==> config.mk <==
export PLATFORM = sky130hd
export DESIGN_NAME = sck_baud_gen
export DESIGN_NICKNAME = d
export VERILOG_FILES = /design/src/rtl/sbg_pkg.sv /design/src/rtl/brg_div_decode.sv /design/src/rtl/brg_phase.sv /design/src/rtl/sck_baud_gen.sv
export SDC_FILE = /design/constraint.sdc
export NUM_CORES = 1
export LEC_CHECK = 0
export ABC_AREA = 1
export ABC_CLOCK_PERIOD_IN_PS = 2410
export BUFFER_PORTS_ARGS = -buffer_cell sky130_fd_sc_hd__buf_2
export CAP_MARGIN = 20
export CORE_MARGIN = 4
export CORE_UTILIZATION = 35
export DETAILED_ROUTE_END_ITERATION = 8
export SLEW_MARGIN = 15
export SYNTH_ARGS = -nofsm -noshare
export SYNTH_HDL_FRONTEND = slang
export SYNTH_HIERARCHICAL = 1
export SYNTH_SLANG_ARGS = --single-unit
export TNS_END_PERCENT = 30
==> constraint.sdc <==
create_clock -name clk_i -period 2.41 [get_ports clk_i]
set_clock_uncertainty 0.05 [all_clocks]
set_input_delay 0.1205 -clock clk_i [delete_from_list [all_inputs] [get_ports clk_i]]
set_output_delay 0.1205 -clock clk_i [all_outputs]
set_load 0.005 [all_outputs]
==> src/rtl/sbg_pkg.sv <==
package sbg_pkg;

    localparam int PRE_W   = 2;
    localparam int SCL_W   = 4;
    localparam int SCL_MAX = 1 << ((1 << SCL_W) - 1);
    localparam int PRE_MAX = 7;
    localparam int DIV_W   = $clog2(PRE_MAX * SCL_MAX + 1);

    typedef logic [DIV_W-1:0] div_t;

    typedef struct packed {
        logic [PRE_W-1:0] pre;
        logic [SCL_W-1:0] scl;
        logic             dbl;
    } cfg_t;

    // Prescale divisor from its 2-bit code
    function automatic div_t pre_div(input logic [PRE_W-1:0] code);
        case (code)
            2'd0:    return div_t'(2);
            2'd1:    return div_t'(3);
            2'd2:    return div_t'(5);
            default: return div_t'(7);
        endcase
    endfunction

    // Scale divisor: linear steps for low codes, powers of two above
    function automatic div_t scl_div(input logic [SCL_W-1:0] code);
        if (code < SCL_W'(4))
            return div_t'((int'(code) + 1) * 2);
        else
            return div_t'(1) << code;
    endfunction

endpackage

==> src/rtl/brg_div_decode.sv <==
module brg_div_decode
    import sbg_pkg::*;
(
    input  cfg_t cfg_i,
    output div_t hi_len_o,
    output div_t lo_len_o
);

    div_t prod;
    div_t total;

    always_comb begin
        prod     = pre_div(cfg_i.pre) * scl_div(cfg_i.scl);
        total    = cfg_i.dbl ? (prod >> 1) : prod;
        hi_len_o = total >> 1;
        lo_len_o = total - hi_len_o;
    end

    always_comb begin
        AST_PHASE_SPLIT: assert (hi_len_o >= div_t'(1) && lo_len_o >= hi_len_o
                                 && (lo_len_o - hi_len_o) <= div_t'(1));
    end

endmodule

==> src/rtl/brg_phase.sv <==
module brg_phase
    import sbg_pkg::*;
(
    input  logic clk_i,
    input  logic rst_ni,
    input  logic restart_i,
    input  div_t hi_len_i,
    input  div_t lo_len_i,
    output logic sck_o,
    output logic lead_o,
    output logic trail_o
);

    typedef struct packed {
        logic sck;
        logic lead;
        logic trail;
        div_t cnt;
    } ph_t;

    ph_t ph_d, ph_q;

    always_comb begin
        ph_d       = ph_q;
        ph_d.lead  = 1'b0;
        ph_d.trail = 1'b0;
        if (restart_i) begin
            ph_d.sck = 1'b0;
            ph_d.cnt = '0;
        end else if (!ph_q.sck && ph_q.cnt >= lo_len_i - div_t'(1)) begin
            ph_d.sck  = 1'b1;
            ph_d.lead = 1'b1;
            ph_d.cnt  = '0;
        end else if (ph_q.sck && ph_q.cnt >= hi_len_i - div_t'(1)) begin
            ph_d.sck   = 1'b0;
            ph_d.trail = 1'b1;
            ph_d.cnt   = '0;
        end else begin
            ph_d.cnt = ph_q.cnt + div_t'(1);
        end
    end

    always_ff @(posedge clk_i or negedge rst_ni) begin
        if (!rst_ni) ph_q <= '0;
        else         ph_q <= ph_d;
    end

    assign sck_o   = ph_q.sck;
    assign lead_o  = ph_q.lead;
    assign trail_o = ph_q.trail;

    AST_CNT_IN_PHASE: assert property (@(posedge clk_i) disable iff (!rst_ni || restart_i)
        ph_q.cnt < (ph_q.sck ? hi_len_i : lo_len_i));
    AST_LEAD_ON_RISE: assert property (@(posedge clk_i) disable iff (!rst_ni)
        lead_o |-> (sck_o && !$past(sck_o)));
    AST_TRAIL_ON_FALL: assert property (@(posedge clk_i) disable iff (!rst_ni)
        trail_o |-> (!sck_o && $past(sck_o)));
    AST_PULSE_EXCL: assert property (@(posedge clk_i) disable iff (!rst_ni)
        !(lead_o && trail_o));

endmodule

==> src/rtl/sck_baud_gen.sv <==
module sck_baud_gen
    import sbg_pkg::*;
(
    input  logic             clk_i,
    input  logic             rst_ni,
    input  logic             enable_i,
    input  logic [PRE_W-1:0] pre_code_i,
    input  logic [SCL_W-1:0] scl_code_i,
    input  logic             dbl_rate_i,
    output logic             sck_o,
    output logic             lead_o,
    output logic             trail_o
);

    cfg_t cfg_in;
    cfg_t cfg_d, cfg_q;
    logic restart;
    div_t hi_len, lo_len;

    assign cfg_in = '{pre: pre_code_i, scl: scl_code_i, dbl: dbl_rate_i};

    always_comb begin
        cfg_d   = cfg_in;
        restart = !enable_i || (cfg_in != cfg_q);
    end

    always_ff @(posedge clk_i or negedge rst_ni) begin
        if (!rst_ni) cfg_q <= '0;
        else         cfg_q <= cfg_d;
    end

    brg_div_decode u_dec (
        .cfg_i    (cfg_in),
        .hi_len_o (hi_len),
        .lo_len_o (lo_len)
    );

    brg_phase u_ph (
        .clk_i     (clk_i),
        .rst_ni    (rst_ni),
        .restart_i (restart),
        .hi_len_i  (hi_len),
        .lo_len_i  (lo_len),
        .sck_o     (sck_o),
        .lead_o    (lead_o),
        .trail_o   (trail_o)
    );

    AST_IDLE_LOW: assert property (@(posedge clk_i) disable iff (!rst_ni)
        !enable_i |=> (!sck_o && !lead_o && !trail_o));
    AST_RESTART_LOW: assert property (@(posedge clk_i) disable iff (!rst_ni)
        (enable_i && cfg_in != cfg_q) |=> (!sck_o && !lead_o && !trail_o));

endmodule

==> run_results.csv, run 1 <==
group,metric,value,unit
power_and_ir_drop,ir_worst_vdd,272,uV
worst_setup_path,crit_path_start_kind,"primary input",
worst_setup_path,crit_fanout,5,
clock_network,clkSinkCount,28,
hold_path,hold_end,"cfg_q[2]$_DFF_PN0_",
yosys,ys_top_cells_by_count,"259 x nand2_1, 172 x inv_1, 104 x nor2_1",
clock_network,cts-buffers-inserted,3,
power_and_ir_drop,power.density,420,nW/um^2
sta,tns,-66.69,ns
cells_and_area,fillers,1681,
floorplan,start_util,35.9,%
floorplan,dieArea,19300,sq um
route,dr.pass1.iters,4,
cells_and_area,finalNetCount,1267,
yosys,synth-simple-area-share,39.7,%
yosys,synth_cells,957,
worst_setup_path,path_buf_inv,8,
status,violations,"setup timing",
yosys,synth_seq_cells,28,
cells_and_area,syn2layout_area_growth,41.8,%
yosys,synthXorXnorAreaFrac,8.62,%
yosys,netlist_area,5990,sq um
cells_and_area,multiInputGateArea,5160,sq um
global_routing,grt_max_degree,29,
global_routing,grt_pass1_wl,26900,um
sta,finalHoldViolCount,0,
worst_setup_path,cp-end-kind,"flip-flop",
worst_setup_path,cp_top_family,"simple AND/OR/NAND/NOR gates",
floorplan,core,16700,sq um
sta,rsz0062_at_grt,"yes",
place,hpwl,13100,um
yosys,synth_compound_area_share,6.45,%
worst_setup_path,r2r-end,"u_ph/sck_o$_DFFE_PN0P_",
global_routing,grt_pass1_vias,6084,
yosys,synth_top_family_by_area,"simple AND/OR/NAND/NOR gates",
yosys,ys_async_sr_fraction,100,%
yosys,muxShareOfSynthArea,0,%
clock_network,clkSlewWorstSetupHoldPaths,0.08,ns
sta,worst_pin_slew,0.721,ns
yosys,ys_warn_count,6,
sta,finalSetupViolations,21,
floorplan,fp.dieH,139,um
worst_setup_path,ff2ff_setup_slack,0.46,ns
sta,setup_slack,-3.25,ns
status,status,"finished, violations left",
hold_path,hold_path_depth,2,
sta,period_needed,5.66,ns
global_routing,grt_overflow_total,0,
yosys,synth_edf_count,0,
sta,finalMaxSlewViolations,0,
yosys,yosysUniqueCellTypes,45,
route,ant_nets,0,
sta,hold_ws,0.0332,ns
place,dp_worst_setup_slack,-3.72,ns
route,vias,6302,
yosys,synth_adder_area_share,21.0,%
clock_network,htreeDepth,1,
run,cap_violations,0,
yosys,synth_top_area_share,16.2,%
clock_network,clockBufferDepth,2,
worst_setup_path,worstPathArrival,5.81,ns
worst_setup_path,slowest_stage,"fa_1",
cells_and_area,antenna_cells,0,
worst_setup_path,cp.required,2.56,ns
worst_setup_path,path_class,"in -> reg",
sta,clock.fmax,177,MHz
place,io_buffers,12,
hold_path,hp-start,"scl_code_i[1]",
place,globalplace.congestion,0.855,
clock_network,clk_latency,0.27,ns
yosys,synth.avg_cell_area,6.26,sq um
sta,final.period_utilization,235,%
route,detail_route.wl_per_cell,11.7,um
yosys,synth_area_leaders,"nand2_1 16%, ha_1 16%, dfrtp_1 12%",
sta,slew_headroom,51.9,%
worst_setup_path,reg2reg_from,"u_ph/ph_q[16]$_DFF_PN0_",
cells_and_area,regArea,701,sq um
route,totalWireLength,16200,um
global_routing,grt_usage,16.2,%
global_routing,grt_antenna_before_repair,0,
hold_path,hold_class,"in -> reg",
yosys,yosys.area.top_type,"nand2_1",
clock_network,cts_root_buffer,"clkbuf_16",
floorplan,row_count,47,
yosys,synth_most_common_cell,"nand2_1",
cells_and_area,drive_gt1_share,32.7,%
floorplan,pin_count,13,
route,drc,0,
worst_setup_path,r2r_cells,11,
clock_network,cts_tree,"built",
yosys,synth_flop_cell,"dfrtp_1",
floorplan,die_width,139,um
route,first_iter_violations,197,
power_and_ir_drop,leakage,4.63,nW
worst_setup_path,crit_path_max_incr_delay,0.52,ns
yosys,yosysSeqAreaShare,11.7,%
route,viasPerCell,4.55,
==> how the worst max path moves through the flow <==
stage / from / endpoint / depth (start not counted)
after floorplan: scl_code_i[0] / u_ph/ph_q[13]$_DFF_PN0_ / 41
after global placement: scl_code_i[2] / u_ph/ph_q[8]$_DFF_PN0_ / 43
after detailed placement: scl_code_i[2] / u_ph/ph_q[13]$_DFF_PN0_ / 41
after CTS: scl_code_i[1] / u_ph/ph_q[12]$_DFF_PN0_ / 40
after global routing: scl_code_i[2] / u_ph/ph_q[8]$_DFF_PN0_ / 44
final: scl_code_i[1] / u_ph/ph_q[8]$_DFF_PN0_ / 39
==> power breakdown <==
group	switching [mW]	leakage (nW)	total (mW)	internal, mW
clock	0.181	0.0511	0.513	0.332
sequential	0.00292	0.375	0.478	0.475
combinational	1.32	4.20	2.58	1.26
total	1.50	4.63	3.58	2.07
==> registers in the layout, summed over array words and instances (netlist names) <==
signal / count
cfg_q: 7
u_ph/lead_o: 1
u_ph/ph_q: 18
u_ph/sck_o: 1
u_ph/trail_o: 1
==> metrics by stage <==
stage	power [mW]	utilization, %	area (sq um)	cells
after global routing	3.92	50.9	8500	1385
final	3.58	50.9	8500	1385
after CTS	3.45	49.3	8230	1382
after global placement	2.73	46.3	7740	1362
after floorplan	1.84	-	6130	959
after detailed placement	2.76	46.3	7740	1362
==> repair_timing <==
item,4_1_cts,5_1_grt
setup endpoints to repair,21,21
cloned,3,0
resized for setup,49,60
buffers inserted,12,3
endpoints found under the hold margin,28,0
pin swaps,41,32
hold buffers,1,0
==> layer usage <==
| layer | global-route usage [%] | vias to the layer above | share of wire [%] |
|---|---|---|---|
| met4 | 3.81 | 0 | 2.2 |
| met3 | 1.55 | 18 | 1.9 |
| met1 | 19.8 | 2823 | 43 |
| met2 | 30.5 | 71 | 53 |
| li1 | - | 3390 | - |
| met5 | 0 | - | 0 |
==> area by class of cell <==
type	count	area share, %
repair buffers	208	18.5
flip-flops and latches	28	8.24
multi-input cells	745	60.7
clock buffers	3	0.883
well taps	220	3.24
clock inverters	1	0.353
inverters	180	8.06
==> cell families (layout without fill, tap and decap cells) <==
| group | after synthesis | count (layout) |
|---|---|---|
| fa+ha+maj | 91 | 91 |
| compound gates | 67 | 67 |
| other cells | 1 | 3 |
| xor+xnor | 59 | 59 |
| simple gates | 522 | 525 |
| buf+inv | 189 | 392 |
| flops | 28 | 28 |
==> worst register-to-register path, stage by stage, from the launching register on <==
cell and delay (ns):
dfrtp_1 0.45, ha_1 0.31, nand2_1 0.06, nor2_1 0.13, nand2_1 0.10, nor2_2 0.15
nand3_1 0.08, nand3_1 0.13, nand2_4 0.12, buf_4 0.16, nand2_1 0.05, nor2_1 0.04
==> cells in the final DEF, fill, tap and decap left out, types with 17 or more instances in the layout <==
cell,instances
inv_2,17
a21oi_1,24
buf_4,192
nor2_2,39
ha_1,59
nand2_2,22
xor2_1,38
nand3_1,63
dfrtp_1,28
inv_1,159
nor2_1,81
nand2_1,243
Note: power is estimated with default switching activity, not from simulation.
==> run 2: changes to the inputs <==
Settings changed: CORE_MARGIN 4 to 3.
==> run_results.csv, run 2 (synthesized netlist as in run 1, its figures left out) <==
group,metric,value,unit
status,status,"finished, violations left",
status,violations,"setup timing",
sta,finalMaxSlewViolations,0,
cells_and_area,post-route-cell-area,8340,sq um
sta,hold_ws,0.0277,ns
route,first_iter_violations,185,
floorplan,row_count,47,
worst_setup_path,cp.required,2.57,ns
cells_and_area,fin_util,49.9,%
floorplan,pin_count,13,
route,ant_nets,0,
sta,worst_pin_slew,0.673,ns
clock_network,htreeDepth,1,
cells_and_area,final_cell_mix,"252 x nand2_1, 193 x buf_4, 164 x inv_1, 91 x nor2_1",
global_routing,grt_antenna_before_repair,0,
global_routing,grt_pass1_vias,6007,
floorplan,start_util,35.9,%
sta,finalSetupViolations,21,
route,vias,6278,
worst_setup_path,crit_fanout,5,
worst_setup_path,slowest_stage,"fa_1",
worst_setup_path,reg2reg_from,"u_ph/ph_q[13]$_DFF_PN0_",
worst_setup_path,crit_path_max_incr_delay,0.50,ns
power_and_ir_drop,ir_worst_vdd,296,uV
global_routing,grt_max_degree,29,
worst_setup_path,crit_path_start_kind,"primary input",
floorplan,die_width,137,um
cells_and_area,fin_cells,1385,
place,hpwl,13100,um
sta,final.period_utilization,232,%
cells_and_area,syn2layout_area_growth,39.1,%
global_routing,grt_pass1_wl,26500,um
place,globalplace.congestion,0.900,
sta,rsz0062_at_grt,"yes",
route,drc,0,
place,dpl.cell_count,1365,
clock_network,cts_root_buffer,"clkbuf_16",
global_routing,grt_overflow_total,0,
route,totalWireLength,15900,um
floorplan,dieArea,18700,sq um
clock_network,clockBufferDepth,2,
sta,clock.fmax,179,MHz
hold_path,hold_class,"in -> reg",
worst_setup_path,r2r-end,"u_ph/ph_q[2]$_DFF_PN0_",
clock_network,clkSinkCount,28,
sta,tns,-65.22,ns
clock_network,cts_tree,"built",
cells_and_area,drive_gt1_share,30.3,%
place,dp_worst_setup_slack,-3.76,ns
hold_path,hold_end,"cfg_q[2]$_DFF_PN0_",
hold_path,hold_path_depth,2,
cells_and_area,antenna_cells,0,
cells_and_area,largest_reg_flops,18,
sta,finalHoldViolCount,0,
sta,slew_headroom,55.2,%
clock_network,clk_latency,0.28,ns
worst_setup_path,ff2ff_setup_slack,0.41,ns
cells_and_area,finalNetCount,1267,
place,io_buffers,12,
hold_path,hp-start,"scl_code_i[1]",
route,viasPerCell,4.53,
place,placed_area,7760,sq um
cells_and_area,final_common_cell,"nand2_1",
route,dr.pass1.iters,4,
power_and_ir_drop,leakage,4.58,nW
floorplan,fp.dieH,137,um
sta,period_needed,5.60,ns
global_routing,grt_usage,17.2,%
power_and_ir_drop,power,3.49,mW
worst_setup_path,path_class,"in -> reg",
cells_and_area,reg.largest.list,"u_ph/ph_q (18), cfg_q (7)",
clock_network,cts-buffers-inserted,3,
cells_and_area,top_register,"u_ph/ph_q",
worst_setup_path,r2r_cells,10,
worst_setup_path,cp-end-kind,"flip-flop",
worst_setup_path,worstPathArrival,5.76,ns
route,detail_route.wl_per_cell,11.5,um
power_and_ir_drop,power.density,419,nW/um^2
sta,setup_slack,-3.19,ns
floorplan,core,16700,sq um
run,cap_violations,0,
clock_network,clkSlewWorstSetupHoldPaths,0.08,ns
run 2: cell counts in the layout (fill, tap and decap cells not counted):
Identical to the previous run, type by type.
run 2: cell type report:
| class | instances | area, sq um |
|---|---|---|
| Fill cell | 1725 | 8370 |
| Multi-Input combinational cell | 745 | 5000 |
| Timing Repair Buffer | 208 | 1570 |
| Sequential cell | 28 | 701 |
| Inverter | 180 | 683 |
| Tap cell | 220 | 275 |
| Clock buffer | 3 | 75.1 |
| Clock inverter | 1 | 30.0 |
run 2: how the worst max path moves through the flow:
stage / from / endpoint / slack [ns] / depth (start not counted)
6_report: scl_code_i[1] / u_ph/ph_q[2]$_DFF_PN0_ / -3.19 / 40
3_5_place_dp: scl_code_i[0] / u_ph/ph_q[17]$_DFF_PN0_ / -3.76 / 41
3_3_place_gp: scl_code_i[0] / u_ph/ph_q[12]$_DFF_PN0_ / -3.71 / 41
4_1_cts: scl_code_i[0] / u_ph/ph_q[2]$_DFF_PN0_ / -3.12 / 40
2_1_floorplan: scl_code_i[0] / u_ph/ph_q[13]$_DFF_PN0_ / -3.23 / 41
5_1_grt: scl_code_i[2] / u_ph/ph_q[2]$_DFF_PN0_ / -3.59 / 41
run 2: worst max-delay path, delay by kind of cell:
| family | cells | cell delay, ns |
|---|---|---|
| simple gates | 18 | 2.13 |
| fa+ha+maj | 6 | 1.80 |
| buf+inv | 9 | 0.64 |
| compound gates | 4 | 0.63 |
| xor+xnor | 3 | 0.43 |
run 2: power breakdown:
part	total, mW	switching (mW)	internal (mW)
Sequential	0.478	0.00300	0.475
Clock	0.523	0.190	0.332
Combinational	2.49	1.27	1.21
Total	3.49	1.47	2.02
run 2: timing repair:
item	CTS	global route
endpoints found under the hold margin	28	0
cloned	3	0
hold buffers	1	0
endpoints found under the setup margin	21	21
resized for setup	49	23
pin swaps	40	14
setup buffers	9	3
run 2: routing by layer:
layer  vias to the layer above  part of all wire (%)  track usage [%]
met4                         0                   2.5             5.65
met2                        74                    51             32.4
li1                       3394                     -                -
met3                        31                   1.8             1.76
met1                      2779                    45             20.3
met5                         -                     0                0
==> run 3: changes to the inputs <==
Settings changed: CORE_UTILIZATION 35 to 60, PLACE_DENSITY set to 0.77.
==> run_results.csv, run 3 (synthesized netlist as in run 1, its figures left out) <==
group,metric,value,unit
status,status,"finished, violations left",
status,violations,"DRC, setup timing",
route,dr.pass1.iters,9,
clock_network,clkSinkCount,28,
clock_network,clkSlewWorstSetupHoldPaths,0.10,ns
sta,clock.fmax,156,MHz
global_routing,grt_usage,33.6,%
worst_setup_path,worstPathArrival,6.56,ns
worst_setup_path,crit_path_max_incr_delay,0.49,ns
power_and_ir_drop,power.density,481,nW/um^2
worst_setup_path,r2r_cells,11,
cells_and_area,top_register,"u_ph/ph_q",
global_routing,grt_antenna_before_repair,0,
global_routing,grt_max_degree,29,
floorplan,pin_count,13,
clock_network,clockBufferDepth,2,
clock_network,htreeDepth,1,
worst_setup_path,cp.required,2.55,ns
place,globalplace.congestion,0.921,
run,cap_violations,0,
cells_and_area,final_common_cell,"nand2_1",
cells_and_area,antenna_cells,0,
floorplan,start_util,63.4,%
sta,worst_pin_slew,0.649,ns
sta,rsz0062_at_grt,"yes",
route,totalWireLength,26800,um
worst_setup_path,crit_path_start_kind,"primary input",
cells_and_area,drive_gt1_share,34.8,%
worst_setup_path,crit_start,"scl_code_i[2]",
floorplan,core,9460,sq um
sta,finalSetupViolations,21,
clock_network,cts-buffers-inserted,3,
worst_setup_path,crit_fanout,5,
power_and_ir_drop,leakage,4.61,nW
worst_setup_path,crit_top_cell,"inv_1",
cells_and_area,reg.largest.list,"u_ph/ph_q (18), cfg_q (7)",
sta,final.period_utilization,266,%
route,drc,31,
route,ant_nets,0,
power_and_ir_drop,ir_worst_vdd,416,uV
worst_setup_path,cp-end-kind,"flip-flop",
global_routing,grt_pass1_wl,31500,um
cells_and_area,syn2layout_area_growth,42.6,%
clock_network,cts_tree,"built",
route,vias,8231,
route,first_iter_violations,1010,
floorplan,row_count,35,
sta,finalHoldViolCount,0,
power_and_ir_drop,power,4.11,mW
worst_setup_path,r2r-end,"u_ph/sck_o$_DFFE_PN0P_",
cells_and_area,final_cell_mix,"241 x nand2_1, 198 x buf_4, 157 x inv_1, 74 x nor2_1, 62 x nand3_1",
hold_path,hold_class,"in -> reg",
worst_setup_path,slowest_stage,"fa_1",
hold_path,hp-start,"scl_code_i[1]",
hold_path,hold_path_depth,2,
floorplan,die_width,106,um
worst_setup_path,path_class,"in -> reg",
floorplan,fp.dieH,106,um
clock_network,clk_latency,0.27,ns
sta,period_needed,6.42,ns
global_routing,grt_overflow_total,0,
cells_and_area,finalNetCount,1273,
route,viasPerCell,6.33,
clock_network,cts_root_buffer,"clkbuf_8",
floorplan,dieArea,11200,sq um
sta,setup_slack,-4.01,ns
route,detail_route.wl_per_cell,20.6,um
global_routing,grt_pass1_vias,7024,
place,io_buffers,12,
worst_setup_path,reg2reg_from,"u_ph/ph_q[16]$_DFF_PN0_",
worst_setup_path,ff2ff_setup_slack,0.17,ns
sta,slew_headroom,56.7,%
hold_path,hold_end,"cfg_q[2]$_DFF_PN0_",
cells_and_area,largest_reg_flops,18,
place,dp_worst_setup_slack,-3.78,ns
sta,finalMaxSlewViolations,0,
place,hpwl,13500,um
run 3: cell types whose count changed in the layout (fill, tap and decap cells not counted), sizes merged:
cell,change
buf,+6
run 3: routing by layer:
| layer | vias up | share of wire (%) | track usage [%] |
|---|---|---|---|
| met1 | 3653 | 33 | 39.2 |
| met5 | - | 0 | 0 |
| met3 | 358 | 12 | 2.91 |
| met4 | 0 | 11 | 13.9 |
| li1 | 3418 | - | - |
| met2 | 802 | 44 | 62.7 |
run 3: how the worst max path moves through the flow:
stage | endpoint | depth (start not counted)
2_1_floorplan | u_ph/ph_q[13]$_DFF_PN0_ | 41
3_3_place_gp | u_ph/ph_q[12]$_DFF_PN0_ | 41
3_5_place_dp | u_ph/ph_q[17]$_DFF_PN0_ | 41
4_1_cts | u_ph/ph_q[2]$_DFF_PN0_ | 40
5_1_grt | u_ph/ph_q[13]$_DFF_PN0_ | 40
6_report | u_ph/ph_q[13]$_DFF_PN0_ | 40
run 3: what timing repair did:
item	4_1_cts	5_1_grt
hold endpoints to repair	28	0
hold buffers	1	0
pin swaps	37	52
setup endpoints to repair	21	21
gates resized for setup	50	90
cloned	3	0
buffers inserted	7	12
run 3: area by class of cell:
type | count | area [sq um]
well taps | 129 | 161
flip-flops and latches | 28 | 701
inverters | 180 | 686
clock inverters | 1 | 30.0
repair buffers | 214 | 1620
fillers | 379 | 912
clock buffers | 3 | 41.3
multi-input cells | 745 | 5310
run 3: metrics by stage:
step           hold slack, ns  TNS, ns  util (%)  area (sq um)  instances
3_3_place_gp            0.111   -75.21      80.8          7640       1273
6_report               0.0349   -82.05      90.4          8550       1300
4_1_cts                0.0215   -64.46      84.8          8020       1288
2_1_floorplan          -0.225   -64.62         -          6130        959
5_1_grt                0.0270   -83.50      90.4          8550       1300
3_5_place_dp            0.115   -77.77      80.8          7640       1273
run 3: critical path, delay by kind of cell:
family | cells | cell delay, ns
and+or+nand+nor | 19 | 2.76
adders and majority gates | 4 | 1.53
buffers and inverters | 11 | 1.14
AOI/OAI and AO/OA | 4 | 0.64
xor gates and xnor gates | 2 | 0.33
run 3: where the power goes:
part	switching, mW	internal [mW]	total, mW	leakage (nW)
clock network	0.145	0.222	0.367	0.0357
logic	1.87	1.40	3.27	4.20
registers	0.00377	0.475	0.479	0.375
total	2.02	2.09	4.11	4.61
